--- src/rtl/ep_csr_pkg.sv ---
package ep_csr_pkg;
  localparam int NFLAG     = 5;
  // flag index order inside the block: txcomp, bank0, setup, isoerr, bank1
  localparam int FLAG_POS [NFLAG] = '{0, 1, 2, 3, 6};
  localparam int F_TXC     = 0;
  localparam int F_RB0     = 1;
  localparam int F_RB1     = 4;
  localparam int BIT_TXRDY = 4;
  localparam int BIT_STALL = 5;
  localparam int BIT_DIR   = 7;
  localparam int TYPE_LSB  = 8;
  localparam int TYPE_W    = 3;
  localparam int BIT_TGL   = 11;
  localparam int BIT_EN    = 15;
  localparam int CNT_LSB   = 16;
endpackage

--- src/rtl/ep_w0c_flag.sv ---
module ep_w0c_flag (
  input  logic clk,
  input  logic rst_n,
  input  logic hw_set,
  input  logic fw_wr,
  input  logic fw_bit,
  output logic q,
  output logic chg,
  output logic released
);
  logic d;
  logic fw_clr;

  assign fw_clr = fw_wr & ~fw_bit;

  always_comb begin
    if (hw_set)      d = 1'b1;   // hardware event wins over a clear
    else if (fw_clr) d = 1'b0;
    else             d = q;
  end

  assign chg = d ^ q;

  always_ff @(posedge clk) begin
    if (!rst_n) begin
      q        <= 1'b0;
      released <= 1'b0;
    end else begin
      q        <= d;
      released <= q & fw_clr & ~hw_set;
    end
  end
endmodule

--- src/rtl/ep_settle_timer.sv ---
module ep_settle_timer #(
  parameter int SETTLE = 3
) (
  input  logic clk,
  input  logic rst_n,
  input  logic trig,
  output logic busy
);
  localparam int W = $clog2(SETTLE + 1);
  localparam logic [W-1:0] LOAD = W'(SETTLE);
  localparam logic [W-1:0] ONE  = W'(1);

  logic [W-1:0] cnt;

  always_ff @(posedge clk) begin
    if (!rst_n)         cnt <= '0;
    else if (trig)      cnt <= LOAD;
    else if (cnt != '0) cnt <= cnt - ONE;
  end

  assign busy = (cnt != '0);
endmodule

--- src/rtl/ep_status_reg.sv ---
module ep_status_reg
  import ep_csr_pkg::*;
#(
  parameter int CNT_W  = 11,
  parameter int SETTLE = 3
) (
  input  logic             clk,
  input  logic             rst_n,
  input  logic             wr_en,
  input  logic [31:0]      wr_data,
  input  logic             ev_in_ack,
  input  logic             ev_bank0_stored,
  input  logic             ev_bank1_stored,
  input  logic             ev_setup,
  input  logic             ev_iso_err,
  input  logic [CNT_W-1:0] ev_byte_cnt,
  input  logic             irq_en,
  output logic [31:0]      rd_data,
  output logic             irq,
  output logic             bank0_release,
  output logic             bank1_release,
  output logic             fifo_busy
);
  logic [NFLAG-1:0]  hw_set, fw_bit, flag_q, flag_chg, flag_rel;
  logic              txrdy_q, stall_q, dir_q, tgl_q, en_q;
  logic [TYPE_W-1:0] type_q;
  logic [CNT_W-1:0]  cnt_q;

  assign hw_set = {ev_bank1_stored, ev_iso_err, ev_setup, ev_bank0_stored,
                   ev_in_ack & txrdy_q};

  for (genvar i = 0; i < NFLAG; i++) begin : g_flag
    assign fw_bit[i] = wr_data[FLAG_POS[i]];
    ep_w0c_flag u_flag (
      .clk      (clk),
      .rst_n    (rst_n),
      .hw_set   (hw_set[i]),
      .fw_wr    (wr_en),
      .fw_bit   (fw_bit[i]),
      .q        (flag_q[i]),
      .chg      (flag_chg[i]),
      .released (flag_rel[i])
    );
  end

  always_ff @(posedge clk) begin
    if (!rst_n) begin
      txrdy_q <= 1'b0;
      stall_q <= 1'b0;
      dir_q   <= 1'b0;
      type_q  <= '0;
      tgl_q   <= 1'b0;
      en_q    <= 1'b0;
    end else if (wr_en) begin
      txrdy_q <= wr_data[BIT_TXRDY];
      stall_q <= wr_data[BIT_STALL];
      dir_q   <= wr_data[BIT_DIR];
      type_q  <= wr_data[TYPE_LSB +: TYPE_W];
      tgl_q   <= wr_data[BIT_TGL];
      en_q    <= wr_data[BIT_EN];
    end else if (ev_in_ack) begin
      txrdy_q <= 1'b0;
    end
  end

  always_ff @(posedge clk) begin
    if (!rst_n)                                  cnt_q <= '0;
    else if (ev_bank0_stored || ev_bank1_stored) cnt_q <= ev_byte_cnt;
  end

  ep_settle_timer #(.SETTLE(SETTLE)) u_settle (
    .clk   (clk),
    .rst_n (rst_n),
    .trig  (flag_chg[F_RB0] | flag_chg[F_RB1]),
    .busy  (fifo_busy)
  );

  always_comb begin
    rd_data = '0;
    for (int i = 0; i < NFLAG; i++) rd_data[FLAG_POS[i]] = flag_q[i];
    rd_data[BIT_TXRDY]             = txrdy_q;
    rd_data[BIT_STALL]             = stall_q;
    rd_data[BIT_DIR]               = dir_q;
    rd_data[TYPE_LSB +: TYPE_W]    = type_q;
    rd_data[BIT_TGL]               = tgl_q;
    rd_data[BIT_EN]                = en_q;
    rd_data[CNT_LSB +: CNT_W]      = cnt_q;
  end

  assign irq           = irq_en & (|flag_q);
  assign bank0_release = flag_rel[F_RB0];
  assign bank1_release = flag_rel[F_RB1];
endmodule

--- config.mk ---
export PLATFORM = sky130hd
export DESIGN_NAME = ep_status_reg
export DESIGN_NICKNAME = d
export VERILOG_FILES = /design/src/rtl/ep_csr_pkg.sv /design/src/rtl/ep_w0c_flag.sv /design/src/rtl/ep_settle_timer.sv /design/src/rtl/ep_status_reg.sv
export SDC_FILE = /design/constraint.sdc
export NUM_CORES = 1
export LEC_CHECK = 0
export BUFFER_PORTS_ARGS = -buffer_cell sky130_fd_sc_hd__buf_2
export CAP_MARGIN = 20
export CORE_MARGIN = 4
export CORE_UTILIZATION = 42
export CTS_CLUSTER_SIZE = 30
export DETAILED_ROUTE_END_ITERATION = 8
export PLACE_DENSITY = 0.88
export SYNTH_ARGS = -nofsm -noshare
export SYNTH_HDL_FRONTEND = slang
export SYNTH_SLANG_ARGS = --single-unit
--- constraint.sdc ---
create_clock -name clk -period 1.55 [get_ports clk]
set_input_delay 0.0775 -clock clk [delete_from_list [all_inputs] [get_ports clk]]
set_output_delay 0.0775 -clock clk [all_outputs]
set_load 0.01 [all_outputs]
======== Word level (Yosys, flattened, before mapping) ========
Cells that the tools add are included.
operators by class
  reductions and logical operators ........ 8
  multiplexer cells ....................... 14
  add/subtract/negate cells ............... 1
  bitwise operators ....................... 21
operator list
  kind                                               count
  2-to-1 mux 1 bit                                   12
  nonzero test 2 bit                                 6
  bitwise AND 1 bit                                  11
  inverter 1 bit                                     7
  OR reduction 5 bit                                 1
  2-to-1 mux 2 bit                                   2
  subtractor 2 x 1 -> 2 bit (second input constant)  1
  XOR 1 bit                                          2
  logical OR 1 bit                                   1
  OR 1 bit                                           1
word-level totals
  bits in registers ....................... 28
  input bits .............................. 52
  output and inout bits ................... 36

======== Depth between registers and ports, before layout ========
Gate-level depths: netlist of run 1.
  depth in word-level cells ............... 7
  depth in mapped cells ................... 5

======== Modules after synthesis ========
A second synthesis of run 1 with hierarchy kept.
second synthesis, totals
  cell total of the unflattened synthesis .. 153
  area total of the unflattened synthesis .. 1,432.6 um2
modules (own cells, without submodules)
  module           instances  cells an instance  area an instance (um2)
  ep_status_reg    1          93                 915.9
  ep_w0c_flag      5          10                 83.8
  ep_settle_timer  1          10                 97.6

======== Least setup slack after synthesis of run 1 ========
Ideal clock, no wire load.
  path kind ............................... flip-flop to flip-flop
  from .................................... register u_settle.cnt[0]
  to ...................................... register u_settle.cnt[1]
  clock period less this slack ............ 1.109 ns
  library setup time ...................... 0.120 ns
  slack ................................... 0.441 ns
  data required time ...................... 1.430 ns
  path buffers ............................ 0
  arrival ................................. 0.990 ns
  cell stages (with the launch flop) ...... 6
  path through ............................ dfxtp_1 inv_1 ha_1 inv_1 mux2i_1 o31a_1
on the way
  elaborated cells on any way between the ends .. 5
  classes of those cells .................. add/sub: 1; mux: 2; reduce/logical: 2
RTL lines
  what                                 RTL line               RTL
  from (decl)                          ep_settle_timer.sv:13  logic [W-1:0] cnt;
  from (signal assigned)               ep_settle_timer.sv:18  else if (cnt != '0) cnt <= cnt - ONE;
  nonzero test 2 bit                   n/a
  via fifo_busy                        ep_status_reg.sv:22    output logic fifo_busy
  nonzero test 2 bit (no source line)  n/a
The timed path passes the listed nets, and every way through them passes these cells. The select of a mux whose other input is x is not followed.
A chain may end at the register's enable or synchronous reset.

======== Worst setup path after layout of run 1 ========
  from .................................... register g_flag[0].u_flag.q
  to ...................................... output port irq
on the way
  cells in the longest elaborated chain, start to end .. 2
RTL lines
  what                    RTL line             RTL
  from (decl)             ep_w0c_flag.sv:7     output logic q,
  from (signal assigned)  ep_w0c_flag.sv:26    q <= 1'b0;
  from (signal assigned)  ep_w0c_flag.sv:29    q <= d;
  OR reduction 5 bit      ep_status_reg.sv:90  assign irq = irq_en & (|flag_q);
  bitwise AND 1 bit       ep_status_reg.sv:90
  to (decl)               ep_status_reg.sv:19  output logic irq,
No other way between the ends.

==> results of run 1 <==
## cell families (layout without fill, tap and decap cells)
kind of cell,Yosys count,count (layout),synth area share (%)
muxes,8,8,6.79
adders and majority gates,1,1,1.06
and+or+nand+nor,41,41,15.3
AOI/OAI and AO/OA,25,25,11.8
xor gates and xnor gates,1,1,0.743
buffers and inverters,32,98,16.5
other,1,8,0.318
DFF,28,28,47.6
## where the power goes
| group | switching (uW) | total [uW] | internal, uW |
|---|---|---|---|
| sequential | 24.9 | 790 | 765 |
| clock | 202 | 346 | 144 |
| combinational | 138 | 289 | 150 |
| total | 366 | 1420 | 1060 |
## metal layers
layer	share of wire, %	vias to the layer above
li1	-	564
met1	37	498
met2	52	51
met3	8.6	6
met4	2.4	0
met5	0	-
## cell type report
cell class	instances	area, um^2
fillers	229	898
flip-flops and latches	28	562
repair buffers	85	546
multi-input cells	84	454
well taps	30	37.5
clock buffers	4	36.3
inverters	9	33.8
## Yosys cell counts (all sizes together)
master	instances
clkbuf	2
conb	1
a21oi	17
or4	1
xnor2	1
inv	9
nor3b	2
o221ai	1
nor2	11
nand2b	1
o21a	1
mux2i	8
nand2	23
and2	1
buf	21
o21ai	4
o31a	2
or2	1
dfxtp	28
ha	1
nand4bb	1
## through the flow
step	setup WS [ps]	cell area [um^2]	setup TNS (ps)	cells	util (%)
3_5_place_dp	322	1390	0	212	54.1
3_3_place_gp	324	1390	0	212	54.1
5_1_grt	-80.7	1670	-80.7	240	65.0
6_report	-22.1	1670	-22.1	240	65.0
4_1_cts	-40.2	1670	-40.2	240	65.0
2_1_floorplan	441	1200	0	144	-
## path summary, 6_finish.rpt
path	cells past startpoint	to	slack [ps]	start
setup / recovery	3	irq	-20	g_flag[0].u_flag.q
hold / removal	3	g_flag[4].u_flag.q	20	ev_bank1_stored
setup reg to reg	5	u_settle.cnt[1]	430	u_settle.cnt[0]
hold reg to reg	2	cnt_q[0]	460	cnt_q[0]
## registers in the layout, summed over array words and instances (netlist names)
name,flops
cnt_q,11
dir_q,1
en_q,1
g_flag.u_flag.q,5
g_flag.u_flag.released,2
stall_q,1
tgl_q,1
txrdy_q,1
type_q,3
u_settle.cnt,2
## critical path, cell delays in order (launching register included)
cell and delay [ps]:
dfxtp_2 350, or4_4 520, o21a_1 170, buf_2 130
## repair_timing
| item | 4_1_cts | 5_1_grt |
|---|---|---|
| hold buffers | 23 | 0 |
| endpoints found under the setup margin | 1 | 1 |
| resized for setup | 2 | 0 |
| setup buffers | 1 | 0 |
| hold endpoints to repair | 24 | 0 |
==> flow_summary_export.csv, run 1 <==
group,metric,value,unit
pwr,power_density,853,nW/um^2
setup_path,start_kind,"register",
sta,skew,0.386,ps
sta,maxSlewViolCount,0,
setup_path,critPathKind,"reg2out",
yosys,post-synth-top-area-cell,"dfxtp_1",
drt,wirelength,3.07,mm
sta,finalHoldViolCount,0,
clock_tree,clockRootBuffer,"clkbuf_4",
yosys,synth-seq-cells,28,
drt,drtIter0Drc,35,
pwr,ir_worst_vdd,971,uV
grt,grt_util_met3,5.74,%
sta,period_share,101,%
outcome,status,"finished, violations left",
setup_path,critPathArrivalTime,1490,ps
yosys,yosys_warnings,0,
setup_path,cp.required,1470,ps
clock_tree,cts_tree,"yes",
floorplan,num_rows,18,
sta,fin_ws,-22.1,ps
floorplan,die_width,61.0,um
yosys,syn_avg_cell_area,8.60,um^2
layout,n_antenna_cell,0,
placed_design,numPortBuffers,60,
job,drv_cap,0,
yosys,synthTopCellsByArea,"dfxtp_1 48%, buf_4 12%, nand2_1 7.3%",
clock_tree,htree_levels,1,
setup_path,end_kind,"output pin",
layout,drive_gt1_share,33.3,%
floorplan,die_h,61.0,um
sta,hold_slack,18.5,ps
setup_path,cp_max_fo,2,
clock_tree,numCtsBuffers,3,
layout,final_common_cell,"buf_2",
yosys,synth_top_area_share,47.6,%
grt,grt_use_total,17.2,%
placed_design,hpwl,2.02,mm
grt,globalRouteMet1Util,17.7,%
layout,final_nets,264,
grt,grt_max_degree,26,
clock_tree,clock-sinks,28,
pwr,power,1420,uW
hold_path,hold_class,"in2reg",
drt,postRouteAntennaNets,0,
floorplan,initial_core_util,45.9,%
floorplan,core,2570,um^2
layout,final_cell_mix,"60 x buf_2, 27 x dfxtp_1, 23 x nand2_1, 23 x dlygate4sd3_1, 17 x a21oi_1",
drt,drtPass1Iterations,4,
sta,layout_min_cycle_time,1570,ps
drt,routedWlPerCell,12.8,um
layout,areaGrowthSynthToFinish,41.6,%
outcome,violations,"negative setup slack",
sta,setup-violations-final,1,
floorplan,ioPinCount,88,
clock_tree,cts_buffer_depth,2,
grt,overflow,0,
placed_design,gp_congestion,0.685,
clock_tree,clk-insertion-delay-late,320,ps
yosys,synth_area,1180,um^2
floorplan,die_area,3720,um^2
grt,busiest_layer,"met2",
drt,drc,0,
yosys,syn_inst,137,
pwr,leakage,0.000864,uW
sta,fmax,636,MHz
yosys,synth.distinct_cells,23,
grt,grt_pass1_wl,4.78,mm
grt,grt_pass1_vias,1145,
grt,use_met2,32.7,%
yosys,ys_seq_area_share,47.6,%
drt,dr_total_vias,1119,
clock_tree,clk_pin_slew,140,ps
sta,rsz0062_at_grt,"true",
grt,grt_antenna_before_repair,0,
drt,vias_per_cell,4.66,
(Power assumes the default switching activity.)
==> run 2, diff against run 1 <==
Settings changed: MAX_ROUTING_LAYER set to met4.
==> flow_summary_export.csv, run 2 (same netlist as run 1, synthesis figures left out) <==
group,metric,value,unit
clock_tree,clockRootBuffer,"clkbuf_4",
sta,rsz0062_at_grt,"true",
layout,drive_gt1_share,33.3,%
placed_design,numPortBuffers,60,
drt,dr_total_vias,1114,
drt,wl_met2,1.60,mm
placed_design,hpwl,2.02,mm
layout,n_antenna_cell,0,
clock_tree,clk_pin_slew,140,ps
clock_tree,clock-sinks,28,
job,drv_cap,0,
sta,finalHoldViolCount,0,
setup_path,rrSetupSlack,430,ps
floorplan,die_area,3720,um^2
setup_path,cp.required,1470,ps
clock_tree,cts_tree,"yes",
clock_tree,numCtsBuffers,3,
pwr,power,1430,uW
sta,layout_min_cycle_time,1580,ps
drt,drtPass1Iterations,4,
pwr,p_sw_share,25.7,%
drt,drc,0,
floorplan,core,2570,um^2
layout,final_cell_mix,"60 x buf_2, 27 x dfxtp_1, 23 x nand2_1, 23 x dlygate4sd3_1, 17 x a21oi_1",
drt,routedWlPerCell,12.8,um
setup_path,endpoint,"irq",
hold_path,hold_class,"in2reg",
layout,final_common_cell,"buf_2",
drt,wirelength,3.06,mm
sta,fin_ws,-25.2,ps
setup_path,cp_slowest_stage_delay,520,ps
grt,grt_pass1_wl,4.76,mm
setup_path,start_kind,"register",
pwr,switchingPower,366,uW
layout,largest_register_ffs,11,
pwr,intPower,1060,uW
setup_path,critPathKind,"reg2out",
sta,skew,0.237,ps
placed_design,preCtsSetupSlack,322,ps
pwr,comb_power_share,20.3,%
pwr,power.share.clock,24.3,%
floorplan,ioPinCount,88,
setup_path,cp_num_buf_inv,1,
sta,period_share,102,%
setup_path,crit_chain,"or4_4 > o21a_1 > buf_2",
layout,areaGrowthSynthToFinish,41.6,%
drt,vias_per_cell,4.64,
layout,final_nets,264,
setup_path,critPathArrivalTime,1500,ps
floorplan,initial_core_util,45.9,%
drt,drtIter0Drc,25,
setup_path,r2r_cells,5,
outcome,status,"finished, violations left",
drt,drt-met1-wl,1.19,mm
drt,postRouteAntennaNets,0,
setup_path,worstReg2RegEnd,"u_settle.cnt[1]",
drt,met3_length,200,um
sta,fmax,635,MHz
grt,grt_antenna_before_repair,0,
setup_path,crit_start,"g_flag[0].u_flag.q",
clock_tree,htree_levels,1,
grt,grt_use_total,17.7,%
placed_design,gp_congestion,0.693,
setup_path,cp_num_cells,3,
grt,grt_max_degree,26,
setup_path,cp_top_family,"simple AND/OR/NAND/NOR gates",
floorplan,num_rows,18,
setup_path,end_kind,"output pin",
grt,overflow,0,
setup_path,rr_startpoint,"u_settle.cnt[0]",
clock_tree,cts_buffer_depth,2,
floorplan,die_width,61.0,um
layout,utilization,65.0,%
sta,setup-violations-final,1,
drt,maxUsedRoutingLayer,"met4",
pwr,power_density,854,nW/um^2
sta,maxSlewViolCount,0,
floorplan,die_h,61.0,um
setup_path,slowest_stage,"or4_4",
sta,tns,-25.2,ps
outcome,violations,"negative setup slack",
pwr,leakage,0.000864,uW
layout,reg.largest.list,"cnt_q: 11 flops, g_flag.u_flag.q: 5 flops, type_q: 3 flops",
layout,fillers,229,
grt,grt_pass1_vias,1145,
clock_tree,clk-insertion-delay-late,320,ps
pwr,ir_worst_vdd,971,uV
pwr,p_seq_share,55.4,%
layout,regMostFlops,"cnt_q",
setup_path,cp_max_fo,2,
==> run 2: worst min path at each step <==
stage	startpoint	endpoint	depth (start not counted)
final	ev_bank1_stored	g_flag[4].u_flag.q	3
after global routing	ev_bank1_stored	g_flag[4].u_flag.q	3
after CTS	ev_bank1_stored	g_flag[4].u_flag.q	3
after detailed placement	ev_setup	g_flag[2].u_flag.q	3
after global placement	wr_data[11]	tgl_q	3
after floorplan	ev_bank1_stored	g_flag[4].u_flag.q	2
==> run 2: power groups by stage <==
stage	logic, uW	registers, uW	clock network (uW)
floorplan	159	813	0
detailed placement	238	804	0
finish	289	790	346
global route	324	796	380
CTS	287	789	359
global placement	233	803	0
==> run 2: metrics by stage <==
step / instance area, um^2 / cells / hold WS [ps]
after floorplan: 1200 / 144 / 195
after detailed placement: 1390 / 212 / 315
after global routing: 1670 / 240 / 57.1
final: 1670 / 240 / 19.2
after global placement: 1390 / 212 / 308
after CTS: 1670 / 240 / 7.48
==> run 2: cell type report <==
cell class / count / area [um^2] / area share [%]
clock buffers: 4 / 36.3 / 2.17
flip-flops and latches: 28 / 562 / 33.7
inverters: 9 / 33.8 / 2.02
well taps: 30 / 37.5 / 2.25
multi-input cells: 84 / 454 / 27.2
repair buffers: 85 / 546 / 32.7
==> run 2: per-layer routing <==
layer | vias up | global-route usage, %
met2 | 46 | 32.8
met5 | - | -
li1 | 565 | -
met3 | 6 | 4.68
met4 | 0 | 4.95
met1 | 497 | 18.1
==> run 2: timing repair <==
action / CTS / global route
pin swaps: 0 / 0
hold buffers: 23 / 0
buffers inserted: 1 / 0
endpoints found under the hold margin: 24 / 0
endpoints found under the setup margin: 1 / 1
gates resized for setup: 2 / 0
==> run 2: worst min-delay path: cells and delay by family <==
kind | cells | cell delay [ps]
buffers and inverters | 1 | 120
AND/OR/NAND/NOR | 1 | 70
AO/OA/AOI/OAI | 1 | 50
